## config.mk

```make
export PLATFORM = sky130hd
export DESIGN_NAME = pwm_wave_timer
export DESIGN_NICKNAME = d
export VERILOG_FILES = /design/src/rtl/pwm_wave_timer.sv
export SDC_FILE = /design/constraint.sdc
export NUM_CORES = 1
export LEC_CHECK = 0
export BUFFER_PORTS_ARGS = -buffer_cell sky130_fd_sc_hd__buf_2
export CAP_MARGIN = 40
export CELL_PAD_IN_SITES_DETAIL_PLACEMENT = 1
export CELL_PAD_IN_SITES_GLOBAL_PLACEMENT = 1
export CORE_MARGIN = 4
export CORE_UTILIZATION = 39
export CTS_BUF_LIST = sky130_fd_sc_hd__clkbuf_8
export CTS_CLUSTER_DIAMETER = 120
export DETAILED_ROUTE_END_ITERATION = 8
export GPL_TIMING_DRIVEN = 0
export PLACE_DENSITY_LB_ADDON = 0.1
export SLEW_MARGIN = 15
export SYNTH_ARGS = -nofsm -noshare
export SYNTH_HDL_FRONTEND = slang
export SYNTH_SLANG_ARGS = --single-unit
```

## constraint.sdc

```tcl
create_clock -name clk -period 4.2 [get_ports clk]
set_clock_uncertainty 0.2 [all_clocks]
set_input_delay 0.21 -clock clk [delete_from_list [all_inputs] [get_ports clk]]
set_output_delay 0.21 -clock clk [all_outputs]
set_load 0.02 [all_outputs]
```

## src/rtl/pwm_wave_timer.sv

```systemverilog
module pwm_wave_timer #(
  parameter int CW  = 16,
  parameter int NCH = 3
) (
  input  logic              clk,
  input  logic              rst_n,
  input  logic              cnt_en,
  input  logic [2:0]        mode,
  input  logic [CW-1:0]     period,
  input  logic [NCH*CW-1:0] cmp,
  input  logic [NCH-1:0]    chan_en,
  input  logic [NCH-1:0]    port_out,
  output logic [NCH-1:0]    wave,
  output logic [NCH-1:0]    pin,
  output logic              ovf,
  output logic              upd
);
  localparam logic [2:0] M_FRQ = 3'd1;
  localparam logic [2:0] M_SS  = 3'd3;
  localparam logic [2:0] M_DST = 3'd5;
  localparam logic [2:0] M_DSB = 3'd6;
  localparam logic [2:0] M_DBT = 3'd7;

  logic [CW-1:0] cnt, cnt_nxt, top;
  logic          down, down_nxt;

  wire is_frq  = (mode == M_FRQ);
  wire is_ss   = (mode == M_SS);
  wire is_ds   = (mode == M_DST) || (mode == M_DSB) || (mode == M_DBT);
  wire wv_mode = is_frq || is_ss || is_ds;

  assign top = is_frq ? cmp[CW-1:0] : period;

  wire at_top = (cnt >= top);
  wire at_bot = (cnt == '0);
  wire ds_top = at_top && !down;

  always_comb begin
    cnt_nxt  = cnt + CW'(1);
    down_nxt = 1'b0;
    if (is_ds) begin
      if (!down) begin
        if (at_top) begin
          cnt_nxt  = at_bot ? '0 : cnt - CW'(1);
          down_nxt = 1'b1;
        end
      end else if (at_bot) begin
        cnt_nxt  = (top == '0) ? '0 : CW'(1);
        down_nxt = 1'b0;
      end else begin
        cnt_nxt  = cnt - CW'(1);
        down_nxt = 1'b1;
      end
    end else if (at_top) begin
      cnt_nxt = '0;
    end
  end

  always_ff @(posedge clk or negedge rst_n) begin
    if (!rst_n) begin
      cnt  <= '0;
      down <= 1'b0;
    end else if (cnt_en) begin
      cnt  <= cnt_nxt;
      down <= down_nxt;
    end
  end

  logic ovf_raw, upd_raw;
  always_comb begin
    upd_raw = (is_ss || is_ds) ? at_bot : at_top;
    case (mode)
      M_SS:    ovf_raw = at_bot;
      M_DST:   ovf_raw = ds_top;
      M_DSB:   ovf_raw = ds_top || at_bot;
      M_DBT:   ovf_raw = at_bot;
      default: ovf_raw = at_top;
    endcase
  end

  assign ovf = rst_n && cnt_en && ovf_raw;
  assign upd = rst_n && cnt_en && upd_raw;

  for (genvar n = 0; n < NCH; n++) begin : g_ch
    wire hit = (cnt == cmp[n*CW +: CW]);
    logic w;
    always_ff @(posedge clk or negedge rst_n) begin
      if (!rst_n)
        w <= 1'b0;
      else if (!wv_mode)
        w <= 1'b0;
      else if (cnt_en) begin
        if (is_frq) begin
          if ((n == 0) ? at_top : hit) w <= ~w;
        end else if (is_ss) begin
          if (hit)         w <= 1'b0;
          else if (at_bot) w <= 1'b1;
        end else if (hit) begin
          w <= down;
        end
      end
    end
    assign wave[n] = w;
    assign pin[n]  = (wv_mode && chan_en[n]) ? w : port_out[n];
  end
endmodule

```

==> metrics.cfg, run 1 <==
[run_status]
status=finished clean

[floorplanning]
initial_core_util_pct=41.0
dieArea_um2=9270
rows=31
io_pins=84
die_x_um=96.3
die_y_um=96.3
core-area_um2=7410

[power]
leakage_nw=1.56
vdd_ir_drop_max_mv=0.176
p_total_mw=1.68
power.density_nw_per_um2=464

[clock_tree]
cts.clk_slew.worst_paths_ps=90
cts_resized=0
htreeDepth=1
clk_latency_ps=270
hold_buffers=1
root_buffer=clkbuf_8
clockBufferDepth=2
numCtsBuffers=3
cts_setup_buffers=0
cts_tree=yes
clock-sinks=20

[finish]
final_core_util_pct=49.0
area_growth_pct=19.4
nNetsFinal=578
fin_cells=581
drive_gt1_share_pct=24.1
finalInstanceArea_um2=3630
diodes=0
fillers=983

[critical_path]
end_kind=primary output
start_kind=primary input
cp_cell_sequence=buf_2 > nor3b_1 > buf_4 > mux2i_1 > inv_1 > ha_1 > nand2b_1 > a2111o_1 > a32o_1 > or2_2 > a32oi_1 > nor3_1 > buf_2
slowest_stage=nor3b_1
crit_buf_inv=4
path_max_fanout=10
cp_common_cell=buf_2
critPathKind=in2out
required_ps=3790
cp.arrival_ps=3390
critPathMaxStageDelay_ps=450
crit_family=simple AND/OR/NAND/NOR gates

[detailed_routing]
wl_per_cell_um=20.6
drtIter0Drc=167
drt_wl_total_mm=12.0
drc=0
dr.pass1.iters=4
vias_per_cell=6.01
ant_nets=0
num_vias=3493

[logic_synthesis]
synthCells=397
ys_seq_area_share_pct=16.5
synth_seq_cells=20
synthesis.area_um2=3040
synth.distinct_cells=62
synth_nets=492
async_flop_share_pct=100
yosys_warnings=0
ys.flop_type=dfrtp_1
synth-edff-count=0
syn_avg_cell_area_um2=7.66

[sta]
tightest_slew_ps=688
fin_tns_setup_ps=0
maxSlewViolCount=0
relSlewSlack_pct=53.8
holdWs_ps=127
rsz0062_at_grt=no
finalCriticalPeriod_ps=3800
hold_viol=0
finalSetupViolations=0
max_freq_mhz=263
fin_crit_sh_pct=90.6
layout_setup_ws_ps=395

[global_routing]
grt_max_degree=22
grt_pass1_wl_mm=18.3
grt_overflow=0
grt_antenna_before_repair=0
grt.total_usage_pct=25.8
grt_pass1_vias=3547

[place]
hpwl_mm=9.45
dp_slack_ps=296
io_buffers=80
dp_cells=576
finalWeightedCongestion=0.883
dpl_cell_area_um2=3560

[run]
drv_cap=0

[worst_hold_path]
hold_class=in2reg

[worst register-to-register path, delay by kind of cell (launching register included)]
kind	cells	cell delay, ps
simple gates	4	1350
compound gates	1	390
fa+ha+maj	1	210
flops	1	410
buf+inv	2	440
[cells in the final DEF, fill, tap and decap left out, types with 15 or more instances in the layout]
cell,Yosys,layout
a21oi_1,18,18
buf_2,13,93
dfrtp_1,20,20
ha_1,19,19
mux2i_1,20,20
nand2_1,34,34
nand3_1,18,18
nand4_1,19,19
nor2_1,23,23
nor3_1,15,15
o21ai_0,17,17
xnor2_1,33,33
xor2_1,16,16
[flip-flops by register name, summed over array words and instances, names as in the netlist]
| signal | flops |
|---|---|
| cnt | 16 |
| down | 1 |
| g_ch.w | 3 |
[power breakdown]
group	internal, mW	switching (mW)
clock network	0.0839	0.0779
registers	0.259	0.109
logic	0.456	0.697
total	0.799	0.883
[logic make-up (layout without fill, tap and decap cells)]
group                    count (synthesis)  after routing  share of synthesized area, %
multiplexers                            25             25                          8.44
AND/OR/NAND/NOR                        155            155                          27.3
AO/OA/AOI/OAI                           81             81                          18.1
buffers and inverters                   48            133                          7.74
XOR/XNOR                                49             49                          14.1
flip-flops                              20             20                          16.5
adder cells (fa/ha/maj)                 19             19                          7.82
[path summary, 6_finish.rpt]
check                                      start                    end  slack [ps]  cells past startpoint
setup / recovery                         mode[0]                    ovf         400                     13
hold / removal                           mode[0]  g_ch[2].w$_DFFE_PN0P_         130                      3
setup reg to reg              cnt[1]$_DFFE_PN0P_    cnt[14]$_DFFE_PN0P_        1020                      8
hold reg to reg            g_ch[0].w$_DFFE_PN0P_  g_ch[0].w$_DFFE_PN0P_         360                      1
max in group asynchronous                  rst_n     cnt[0]$_DFFE_PN0P_        3180                      2
min in group asynchronous                  rst_n     cnt[5]$_DFFE_PN0P_         250                      2
[synth_stat cells, types with 13 or more instances]
master / instances / area, um^2
a21oi_1: 18 / 90.1
buf_2: 13 / 65.1
dfrtp_1: 20 / 500
ha_1: 19 / 238
mux2i_1: 20 / 200
nand2_1: 34 / 128
nand3_1: 18 / 90.1
nand4_1: 19 / 119
nor2_1: 23 / 86.3
nor3_1: 15 / 75.1
nor4_1: 14 / 87.6
o21ai_0: 17 / 85.1
xnor2_1: 33 / 289
xor2_1: 16 / 140
[area by class of cell]
type,count,area (um^2),area share (%)
buffer,36,190,5.24
timing repair buffer,81,410,11.3
clock buffer,4,55.1,1.52
tap,99,124,3.41
inverter,12,45.0,1.24
sequential,20,500,13.8
multi-input combinational,329,2300,63.5
[routing by layer]
| metal | vias to the layer above | track usage, % | wire [um] |
|---|---|---|---|
| met2 | 117 | 45.0 | 5640 |
| met3 | 22 | 1.80 | 654 |
| met4 | 0 | 9.23 | 304 |
| met5 | - | 0 | 0 |
| li1 | 1638 | - | - |
| met1 | 1716 | 33.3 | 5380 |
Note: power is estimated with default switching activity, not from simulation.
==> run 2, diff against run 1 <==
CORE_UTILIZATION = 36   (was 39)
clock period = 3.5 ns   (was 4.2 ns; I/O delays follow)
==> metrics.cfg, run 2 (synthesized netlist as in run 1, its figures left out) <==
[run_status]
status=finished clean

[clock_tree]
htreeDepth=1
clock-sinks=20
cts.clk_slew.worst_paths_ps=80
root_buffer=clkbuf_8
clk_latency_ps=270
clockBufferDepth=2
numCtsBuffers=3
cts_tree=yes

[place]
finalWeightedCongestion=0.854
dp_slack_ps=-409
hpwl_mm=9.50
dpl_cell_area_um2=3570
dp_cells=582
io_buffers=80

[detailed_routing]
dr.pass1.iters=4
ant_nets=0
vias_per_cell=5.78
wl_per_cell_um=20.6
num_vias=3405
drtIter0Drc=206
drc=0
drt_wl_total_mm=12.1

[floorplanning]
initial_core_util_pct=37.0
core-area_um2=8220
die_y_um=99.9
die_x_um=99.9
dieArea_um2=9980
io_pins=84
rows=33

[finish]
fin_cells=589
finalInstanceArea_um2=3670
largest_reg_flops=16
regMostFlops=cnt
diodes=0
nNetsFinal=581
drive_gt1_share_pct=25.0
reg_top3=cnt x16, g_ch.w x3, down x1
layout_common_cells=buf_2, nand2_1, xnor2_1, nor2_1, dfrtp_1
mostFrequentLayoutCell=buf_2
area_growth_pct=20.7

[power]
leakage_nw=1.58
p_int_mw=0.940
p_clk_share_pct=8.1
power_frac_comb_pct=70.1
power.density_nw_per_um2=544
p_total_mw=2.00
p_seq_share_pct=21.7
vdd_ir_drop_max_mv=0.163
p_sw_mw=1.06
swShare_pct=52.9

[critical_path]
critPathKind=in2out
cp.arrival_ps=2980
start_kind=primary input
required_ps=3120
end_kind=primary output
path_max_fanout=9

[global_routing]
grt.total_usage_pct=23.9
grt_pass1_wl_mm=19.0
grt_pass1_vias=3592
grt_antenna_before_repair=0
grt_max_degree=22
grt_overflow=0

[sta]
layout_setup_ws_ps=144
maxSlewViolCount=0
finalSetupViolations=0
hold_viol=0
fin_crit_sh_pct=95.9
rsz0062_at_grt=no
tightest_slew_ps=694
finalCriticalPeriod_ps=3360
max_freq_mhz=298
holdWs_ps=98.8
relSlewSlack_pct=53.4

[worst_hold_path]
hold_class=in2reg

[run]
drv_cap=0

[run 2: changes by cell type in the layout (fill, tap and decap cells not counted), sizes merged]
| cell | change |
|---|---|
| clkbuf | -1 |
| buf | +3 |
[run 2: worst paths after layout]
| kind | start | to | slack, ps | cells past startpoint |
|---|---|---|---|---|
| max in group asynchronous | rst_n | cnt[9]$_DFFE_PN0P_ | 2520 | 2 |
| hold / removal | mode[0] | g_ch[2].w$_DFFE_PN0P_ | 100 | 3 |
| min in group asynchronous | rst_n | cnt[8]$_DFFE_PN0P_ | 210 | 2 |
| hold reg to reg | g_ch[0].w$_DFFE_PN0P_ | g_ch[0].w$_DFFE_PN0P_ | 370 | 1 |
| setup / recovery | mode[0] | ovf | 140 | 13 |
| setup reg to reg | cnt[1]$_DFFE_PN0P_ | cnt[14]$_DFFE_PN0P_ | 350 | 8 |
[run 2: repair_timing]
| action | CTS | global route |
|---|---|---|
| gates resized for setup | 3 | 4 |
| endpoints found under the setup margin | 7 | 3 |
| setup buffers | 0 | 3 |
| hold endpoints to repair | 20 | 0 |
| hold buffers | 1 | 0 |
| cloned | 0 | 0 |
[run 2: worst max-delay path: stages]
cell      delay [ps]
buf_2            170
nor3b_4          280
buf_6            170
mux2i_2          240
inv_1             70
ha_1             260
nand2b_1         140
a2111o_1         410
a32o_2           310
or2_2            340
a32oi_1          180
nor3_1            70
buf_2            160
[run 2: metal layers]
metal	track usage, %	routed length [um]
met1	31.6	5350
met5	0	0
met2	41.1	5800
met3	2.71	740
met4	6.41	244
[run 2: layout make-up]
class | count | area (um^2)
Tap cell | 105 | 131
Multi-Input combinational cell | 329 | 2320
Timing Repair Buffer | 84 | 433
Inverter | 12 | 45.0
Clock buffer | 3 | 41.3
Sequential cell | 20 | 500
Fill cell | 1060 | 4550
Buffer | 36 | 196
[run 2: metrics by stage]
| step | util, % | TNS (ps) |
|---|---|---|
| 6_report | 44.6 | 0 |
| 5_1_grt | 44.6 | 0 |
| 4_1_cts | 44.3 | 0 |
| 3_5_place_dp | 43.5 | -4710 |
| 3_3_place_gp | 43.5 | -4230 |
| 2_1_floorplan | - | 0 |
[run 2: power by group through the flow]
stage	Clock (mW)	Sequential, mW	Combinational, mW
detailed placement	0	0.439	1.37
global placement	0	0.432	1.34
floorplan	0	0.387	0.985
finish	0.162	0.434	1.40
global route	0.171	0.449	1.54
CTS	0.159	0.434	1.39
==> run 3, diff against run 2 <==
RECOVER_POWER = 100   (was unset)
==> metrics.cfg, run 3 (synthesized netlist as in run 1, its figures left out) <==
[run]
drv_cap=0

[finish]
mostFrequentLayoutCell=buf_2
nNetsFinal=581
regMostFlops=cnt
drive_gt1_share_pct=23.8
diodes=0
layout_common_cells=buf_2, nand2_1, xnor2_1, nor2_1, dfrtp_1
reg_top3=cnt x16, g_ch.w x3, down x1
largest_reg_flops=16
finalInstanceArea_um2=3660
area_growth_pct=20.4
final_core_util_pct=44.6

[sta]
maxSlewViolCount=0
tightest_slew_ps=1320
relSlewSlack_pct=12.3
fin_tns_setup_ps=0
finalSetupViolations=0
hold_viol=0
fin_crit_sh_pct=96.1
max_freq_mhz=297
finalCriticalPeriod_ps=3360
holdWs_ps=96.2

[critical_path]
required_ps=3120
cp.arrival_ps=2990
r2r_start=cnt[1]$_DFFE_PN0P_
end_kind=primary output
crit_start=mode[0]
critPathKind=in2out
start_kind=primary input
reg2reg_slack_ps=360
path_max_fanout=9

[global_routing]
grt_pass1_wl_mm=19.0
grt_antenna_before_repair=0
grt_pass1_vias=3592
grt_max_degree=22
grt_overflow=0
grt.total_usage_pct=23.9

[run_status]
status=finished clean

[floorplanning]
dieArea_um2=9980
io_pins=84
initial_core_util_pct=37.0
core-area_um2=8220
die_y_um=99.9
die_x_um=99.9
rows=33

[place]
hpwl_mm=9.50
dpl_cell_area_um2=3570
finalWeightedCongestion=0.854
io_buffers=80

[power]
vdd_ir_drop_max_mv=0.163
p_clk_share_pct=8.2
p_int_mw=0.938
swShare_pct=53.1
p_sw_mw=1.06
p_seq_share_pct=21.8
power_frac_comb_pct=70.1
power.density_nw_per_um2=546
leakage_nw=1.56

[clock_tree]
root_buffer=clkbuf_8
cts.clk_slew.worst_paths_ps=80
clk_latency_ps=270
clockBufferDepth=2
clock-sinks=20
numCtsBuffers=3
cts_tree=yes
htreeDepth=1

[detailed_routing]
drt_wl_total_mm=12.2
num_vias=3410
ant_nets=0
drc=0
wl_per_cell_um=20.6
vias_per_cell=5.79
dr.pass1.iters=4
drtIter0Drc=262

[worst_hold_path]
hold_class=in2reg
hold_start=mode[0]

-- run 3: stage by stage --
step | cells | setup WS, ps | total power [mW]
final | 589 | 137 | 2.00
after global routing | 589 | -2.56 | 2.16
after CTS | 586 | 6.74 | 1.98
after detailed placement | 582 | -409 | 1.81
after global placement | 582 | -363 | 1.77
after floorplan | 397 | 352 | 1.37
-- run 3: area by class of cell --
cell class	instances	area [um^2]
Sequential cell	20	500
Buffer	36	196
Tap cell	105	131
Multi-Input combinational cell	329	2320
Inverter	12	45.0
Timing Repair Buffer	84	425
Fill cell	1065	4560
Clock buffer	3	41.3
-- run 3: critical path, stage by stage --
cell and delay, ps:
buf_2 170, nor3b_4 280, buf_6 170, mux2i_2 240, inv_1 70, ha_1 260
nand2b_1 140, a2111o_1 410, a32o_2 310, or2_2 340, a32oi_1 180, nor3_1 70
buf_2 160
-- run 3: path summary, 6_finish.rpt --
| path | to | cells past startpoint |
|---|---|---|
| max in group asynchronous | cnt[9]$_DFFE_PN0P_ | 2 |
| max | ovf | 13 |
| max reg2reg | cnt[14]$_DFFE_PN0P_ | 8 |
| min | g_ch[2].w$_DFFE_PN0P_ | 3 |
| min reg2reg | g_ch[0].w$_DFFE_PN0P_ | 1 |
| min in group asynchronous | cnt[8]$_DFFE_PN0P_ | 2 |
-- run 3: metal layers --
metal | up-vias | track usage, % | wire [um]
met5 | - | 0 | 0
met4 | 0 | 6.41 | 225
met3 | 19 | 2.71 | 684
met2 | 106 | 41.1 | 5810
met1 | 1641 | 31.6 | 5440
li1 | 1644 | - | -
-- run 3: timing repair --
action / in CTS / in global routing
setup buffers: 0 / 3
endpoints found under the hold margin: 20 / 0
endpoints found under the setup margin: 7 / 3
gates resized for setup: 3 / 4
hold buffers: 1 / 0
-- run 3: power groups by stage --
| stage | logic [mW] | registers [mW] | clock network (mW) |
|---|---|---|---|
| floorplan | 0.985 | 0.387 | 0 |
| global route | 1.54 | 0.449 | 0.171 |
| global placement | 1.34 | 0.432 | 0 |
| finish | 1.40 | 0.435 | 0.163 |
| detailed placement | 1.37 | 0.439 | 0 |
| CTS | 1.39 | 0.434 | 0.159 |
